**src/rtl/pgen_pkg.sv**
```systemverilog
package pgen_pkg;

    localparam int DATA_W      = 12;
    localparam int CODE_W      = 8;
    localparam int IVL_W       = 2;
    localparam int STRIPE_BASE = 8;
    localparam int RAMP_BASE   = 2;
    localparam int STRIPE_STEP = 128;
    localparam int N_CH        = 2;

    localparam int SPAN_MAX = STRIPE_BASE << ((1 << IVL_W) - 1);
    localparam int CNT_W    = $clog2(SPAN_MAX);
    localparam int RAMP_MAX = (1 << DATA_W) - 1;

    typedef enum logic {
        PAT_RAMP   = 1'b0,
        PAT_STRIPE = 1'b1
    } pat_e;

    typedef struct packed {
        logic [CNT_W-1:0]  cnt;
        logic              hi;
        logic [DATA_W-1:0] ramp;
    } seq_t;

    localparam seq_t SEQ_INIT = '{cnt: '0, hi: 1'b0, ramp: DATA_W'(1)};

    // Index of the last pixel in one span for the chosen pattern and code.
    function automatic logic [CNT_W-1:0] span_last(input pat_e kind,
                                                   input logic [IVL_W-1:0] code);
        int unsigned base;
        base = (kind == PAT_STRIPE) ? STRIPE_BASE : RAMP_BASE;
        return CNT_W'((base << code) - 1);
    endfunction

    // Black level in output LSBs: two LSBs per code step.
    function automatic logic [DATA_W-1:0] clamp_base(input logic [CODE_W-1:0] code);
        return DATA_W'({code, 1'b0});
    endfunction

endpackage

```
**src/rtl/pgen_seq.sv**
```systemverilog
module pgen_seq
    import pgen_pkg::*;
(
    input  logic              clk,
    input  logic              rst,
    input  logic              run,
    input  logic              stb,
    input  logic              sel,
    input  logic [IVL_W-1:0]  ivl,
    input  logic [CODE_W-1:0] blk,
    output logic [DATA_W-1:0] pat_val
);

    pat_e kind;
    seq_t st_q, st_d;
    logic last;

    assign kind = pat_e'(sel);
    assign last = (st_q.cnt >= span_last(kind, ivl));

    always_comb begin
        st_d = st_q;
        if (!run) begin
            st_d = SEQ_INIT;
        end else if (stb) begin
            if (last) begin
                st_d.cnt = '0;
                if (kind == PAT_STRIPE) begin
                    st_d.hi = ~st_q.hi;
                end else begin
                    st_d.ramp = (st_q.ramp == DATA_W'(RAMP_MAX)) ? DATA_W'(1)
                                                                 : st_q.ramp + DATA_W'(1);
                end
            end else begin
                st_d.cnt = st_q.cnt + CNT_W'(1);
            end
        end
    end

    always_ff @(posedge clk) begin
        if (rst) st_q <= SEQ_INIT;
        else     st_q <= st_d;
    end

    always_comb begin
        if (kind == PAT_STRIPE)
            pat_val = clamp_base(blk) + (st_q.hi ? DATA_W'(STRIPE_STEP) : DATA_W'(0));
        else
            pat_val = st_q.ramp;
    end

    // ramp never shows zero
    p_ramp_nonzero_r5: assert property (@(posedge clk) disable iff (rst)
        st_q.ramp != '0);

    // full-scale ramp at span end continues at one
    p_ramp_wrap_r5: assert property (@(posedge clk) disable iff (rst)
        (run && stb && kind == PAT_RAMP && last && st_q.ramp == DATA_W'(RAMP_MAX))
        |=> st_q.ramp == DATA_W'(1));

    // stripe level flips at every span end
    p_stripe_flip_r3: assert property (@(posedge clk) disable iff (rst)
        (run && stb && kind == PAT_STRIPE && last) |=> st_q.hi != $past(st_q.hi));

    // a disabled cycle leaves the starting state
    p_restart_r6: assert property (@(posedge clk) disable iff (rst)
        !run |=> (st_q.cnt == '0 && !st_q.hi && st_q.ramp == DATA_W'(1)));

    // no strobe, no progress
    p_idle_hold_r8: assert property (@(posedge clk) disable iff (rst)
        (run && !stb) |=> $stable(st_q));

endmodule

```
**src/rtl/pgen_sel.sv**
```systemverilog
module pgen_sel
    import pgen_pkg::*;
(
    input  logic              clk,
    input  logic              rst,
    input  logic              stb,
    input  logic              test_en,
    input  logic [DATA_W-1:0] pat_val,
    input  logic [DATA_W-1:0] norm,
    output logic [DATA_W-1:0] out_q
);

    always_ff @(posedge clk) begin
        if (rst)      out_q <= '0;
        else if (stb) out_q <= test_en ? pat_val : norm;
    end

    // output holds between strobes
    p_out_hold_r8: assert property (@(posedge clk) disable iff (rst)
        !stb |=> $stable(out_q));

    // pass-through of normal data
    p_pass_r2: assert property (@(posedge clk) disable iff (rst)
        (stb && !test_en) |=> out_q == $past(norm));

endmodule

```
**src/rtl/pgen_top.sv**
```systemverilog
module pgen_top
    import pgen_pkg::*;
(
    input  logic              clk,
    input  logic              rst,
    input  logic              pix_stb,
    input  logic              test_en,
    input  logic              pat_sel,
    input  logic [IVL_W-1:0]  ivl_code,
    input  logic [CODE_W-1:0] blk_code_ev,
    input  logic [CODE_W-1:0] blk_code_od,
    input  logic [DATA_W-1:0] norm_ev,
    input  logic [DATA_W-1:0] norm_od,
    output logic [DATA_W-1:0] out_ev,
    output logic [DATA_W-1:0] out_od,
    output logic              out_vld
);

    logic [CODE_W-1:0] blk_a  [N_CH];
    logic [DATA_W-1:0] norm_a [N_CH];
    logic [DATA_W-1:0] pat_a  [N_CH];
    logic [DATA_W-1:0] out_a  [N_CH];

    assign blk_a[0]  = blk_code_ev;
    assign blk_a[1]  = blk_code_od;
    assign norm_a[0] = norm_ev;
    assign norm_a[1] = norm_od;
    assign out_ev    = out_a[0];
    assign out_od    = out_a[1];

    for (genvar ch = 0; ch < N_CH; ch++) begin : g_ch
        pgen_seq u_seq (
            .clk     (clk),
            .rst     (rst),
            .run     (test_en),
            .stb     (pix_stb),
            .sel     (pat_sel),
            .ivl     (ivl_code),
            .blk     (blk_a[ch]),
            .pat_val (pat_a[ch])
        );
        pgen_sel u_sel (
            .clk     (clk),
            .rst     (rst),
            .stb     (pix_stb),
            .test_en (test_en),
            .pat_val (pat_a[ch]),
            .norm    (norm_a[ch]),
            .out_q   (out_a[ch])
        );
    end

    always_ff @(posedge clk) begin
        if (rst) out_vld <= 1'b0;
        else     out_vld <= pix_stb;
    end

    // valid follows the strobe by one cycle
    p_vld_set_r2: assert property (@(posedge clk) disable iff (rst)
        pix_stb |=> out_vld);
    p_vld_clr_r2: assert property (@(posedge clk) disable iff (rst)
        !pix_stb |=> !out_vld);

    // reset state at the ports
    p_reset_r1: assert property (@(posedge clk)
        rst |=> (out_vld == 1'b0 || rst));

endmodule

```
**config.mk**
```make
export PLATFORM = sky130hd
export DESIGN_NAME = pgen_top
export DESIGN_NICKNAME = d
export VERILOG_FILES = /design/src/rtl/pgen_pkg.sv /design/src/rtl/pgen_seq.sv /design/src/rtl/pgen_sel.sv /design/src/rtl/pgen_top.sv
export SDC_FILE = /design/constraint.sdc
export NUM_CORES = 1
export LEC_CHECK = 0
export BUFFER_PORTS_ARGS = -buffer_cell sky130_fd_sc_hd__buf_4
export CORE_MARGIN = 2
export CORE_UTILIZATION = 52
export CTS_BUF_LIST = sky130_fd_sc_hd__clkbuf_8
export DETAILED_ROUTE_END_ITERATION = 8
export GPL_TIMING_DRIVEN = 0
export HOLD_SLACK_MARGIN = 0.06
export PLACE_DENSITY = 0.79
export SLEW_MARGIN = 15
export SYNTH_ARGS = -nofsm -noshare
export SYNTH_HDL_FRONTEND = slang
export SYNTH_HIERARCHICAL = 1
export SYNTH_SLANG_ARGS = --single-unit
```
**constraint.sdc**
```tcl
create_clock -name clk -period 3.1 [get_ports clk]
set_input_delay 0.31 -clock clk [delete_from_list [all_inputs] [get_ports clk]]
set_output_delay 0.31 -clock clk [all_outputs]
set_load 0.01 [all_outputs]
```
==> impl_metrics.env <==
export IMPL_status="finished clean"
export IMPL_tns_ns=0
export IMPL_synth_edf_count=0
export IMPL_cts_path_max_buffers=2
export IMPL_dieHeight_um=87.65
export IMPL_post_cts_setup_buffer_count=0
export IMPL_diodes=0
export IMPL_fp_dieW_um=87.65
export IMPL_synth_area_leaders="dfxtp_1 35%, mux2i_1 7.2%, ha_1 6.9%"
export IMPL_syn_area_um2=3638
export IMPL_dieArea_um2=7683
export IMPL_cpPeakStageDelay_ns=0.44
export IMPL_cts_max_level=3
export IMPL_peakVddDrop_v=0.0002542
export IMPL_grt_pass1_vias=3036
export IMPL_synth_top_area_cell="dfxtp_1"
export IMPL_grt_max_degree=16
export IMPL_dpl_worst_slack_ns=-0.4428
export IMPL_hold_class="in2reg"
export IMPL_grt_ovfl_total=0
export IMPL_drt_iter0_drc=175
export IMPL_crit_chain="clkbuf_2, clkbuf_2, nor2_1, nand2_1, ha_1, xor2_1, nor2_1, a21oi_1, ha_1, nand4_2, o221ai_4, nand3_1, or4_1, o21ai_1"
export IMPL_routabilityCongestion=0.9225
export IMPL_setup_ws_ns=0.2878
export IMPL_drv_cap=0
export IMPL_grt_pass1_wl_um=14200
export IMPL_clock_latency_ns=0.34
export IMPL_coreArea_um2=6794
export IMPL_required_ns=3.37
export IMPL_initial_utilization_pct=53.55
export IMPL_slew_violations=0
export IMPL_drt_total_wl_um=8976
export IMPL_clock_sinks=63
export IMPL_vias=3385
export IMPL_critPathCaptureType="register"
export IMPL_rows=30
export IMPL_cp_start_kind="input pin"
export IMPL_gr_usage_all_layers_pct=23.36
export IMPL_min_path_cells=2
export IMPL_synth_distinct_cells=45
export IMPL_critPathSlowestCell="or4_1"
export IMPL_startpoint="pat_sel"
export IMPL_whs_endpoint="out_vld$_SDFF_PP0_"
export IMPL_antenna_found_initial=0
export IMPL_clock_skew_ns=0.009067
export IMPL_ys_ff_latch=63
export IMPL_mappedNetlistNets=480
export IMPL_fin_nets=561
export IMPL_syn_to_final_growth_pct=24.28
export IMPL_reg2reg_from="g_ch[1].u_seq/st_q[0]$_SDFFE_PP1P_"
export IMPL_clkTransAtPathRegs_ns=0.08
export IMPL_fillers=563
export IMPL_cts_root_buffer="clkbuf_8"
export IMPL_critPathKind="in2reg"
export IMPL_hpwl_um=6749
export IMPL_first_pass_iters=5
export IMPL_r2r_setup_slack_ns=0.94
export IMPL_crit_buf_inv=2
export IMPL_worstPathMaxFanout=10
export IMPL_ios=72
export IMPL_wl_per_cell_um=15.09
export IMPL_cellPowerDensity_nw_per_um2=426.6
export IMPL_via_per_inst=5.689
export IMPL_layout_common_cells="71 x buf_4, 63 x dfxtp_1, 54 x nor2_1"
export IMPL_syn_inst=413
export IMPL_drive_gt1_share_pct=25.25
export IMPL_ant_nets=0
export IMPL_cts_tree="done"
export IMPL_p_leak_nw=1.874
export IMPL_numCtsBuffers=9
export IMPL_async_flop_share_pct=0
export IMPL_rsz0062_at_grt="no"
export IMPL_holdBufCountCts=0
export IMPL_rr_endpoint="g_ch[1].u_seq/st_q[9]$_SDFFE_PP0P_"
export IMPL_max_slew_margin_pct=67.85
export IMPL_finalHoldViolations=0
export IMPL_yosysTopAreaCellShare_pct=34.66
export IMPL_worstMarginPinSlew_ns=0.4823
export IMPL_yosysWarnings=6
export IMPL_setup_viol=0
export IMPL_fin_crit_sh_pct=90.72
export IMPL_worst_path_dominant_cell_family="simple AND/OR/NAND/NOR gates"
export IMPL_ys_seq_area_share_pct=34.66
export IMPL_port_buffers=70
export IMPL_hp_start="rst"
export IMPL_critical_path_arrival_ns=3.08
export IMPL_reg2reg_depth=6
export IMPL_avgSynthCellArea_um2=8.810
export IMPL_cts_resized=1
export IMPL_synthFlopType="dfxtp_1"
export IMPL_clock_fmax_mhz=355.6
export IMPL_drc=0
export IMPL_fin_crit_ns=2.812
export IMPL_final_common_cell="buf_4"
==> layout make-up <==
cell class / instances / area (um^2) / area share, %
repair buffers: 70 / 525.5 / 11.62
inverters: 6 / 22.52 / 0.4981
multi-input cells: 320 / 2243 / 49.61
flip-flops and latches: 63 / 1261 / 27.89
clock buffers: 9 / 123.9 / 2.739
plain buffers: 24 / 121.4 / 2.684
well taps: 96 / 120.1 / 2.656
clock inverters: 7 / 103.9 / 2.297
==> metal layers <==
layer	global-route usage [%]	wire length, um	vias to the layer above
met4	7.133	148	0
met2	36.91	4198	159
li1	-	-	1680
met3	4.995	647	16
met5	0	0	-
met1	32.04	3982	1530
==> power breakdown <==
group / switching [mW] / internal [mW]
clock: 0.354 / 0.462
combinational: 0.133 / 0.133
sequential: 0.0145 / 0.833
==> metrics by stage <==
step	power [mW]	hold WS (ns)	utilization (%)	instances	area, um^2
final	1.929	0.2166	66.56	595	4522
after global routing	2.004	0.2087	66.56	595	4522
after CTS	1.942	0.2054	66.43	595	4513
after detailed placement	1.130	0.4777	63.06	579	4284
after global placement	1.123	0.4723	63.06	579	4284
after floorplan	1.009	0.3743	-	413	3638
==> synth_stat cells (3+ instances only) <==
cell type	number
dfxtp_1	63
nor2_1	54
nand2_1	29
a211oi_1	26
mux2i_1	26
a21oi_1	22
ha_1	20
mux2_2	18
clkbuf_1	14
nand3_1	14
nand4_1	14
xor2_1	12
o21ai_0	8
or4_1	8
xnor2_1	8
nor2b_1	7
inv_1	6
nand2b_1	6
or3_1	6
and3_1	5
buf_2	5
and2_1	4
o31ai_1	4
nor3_1	3
o21ai_1	3
o311ai_0	3
==> sequential cells by signal, summed over array words and instances (netlist names) <==
| signal | count |
|---|---|
| out_vld | 1 |
| g_ch.u_sel/out_q | 24 |
| g_ch.u_seq/st_q | 38 |
==> cell families (layout without fill, tap and decap cells) <==
group / after synthesis / count (layout) / synth area share, %
buffers and inverters: 30 / 116 / 3.783
and+or+nand+nor: 158 / 158 / 22.21
adders and majority gates: 20 / 20 / 6.878
AOI/OAI and AO/OA: 78 / 78 / 14.93
DFF: 63 / 63 / 34.66
xor gates and xnor gates: 20 / 20 / 4.814
muxes: 44 / 44 / 12.72
==> worst max path at each step <==
| stage | depth (start not counted) | slack (ns) | to |
|---|---|---|---|
| global route | 14 | 0.06 | g_ch[1].u_seq/st_q[10]$_SDFFE_PP0P_ |
| global placement | 14 | -0.34 | g_ch[1].u_seq/st_q[3]$_SDFFE_PP0P_ |
| floorplan | 14 | 0.14 | g_ch[1].u_seq/st_q[10]$_SDFFE_PP0P_ |
| detailed placement | 14 | -0.44 | g_ch[1].u_seq/st_q[13]$_SDFFE_PP0P_ |
| CTS | 14 | 0.05 | g_ch[0].u_seq/st_q[5]$_SDFFE_PP0P_ |
| finish | 14 | 0.29 | g_ch[0].u_seq/st_q[7]$_SDFFE_PP0P_ |
(Power assumes the default switching activity.)
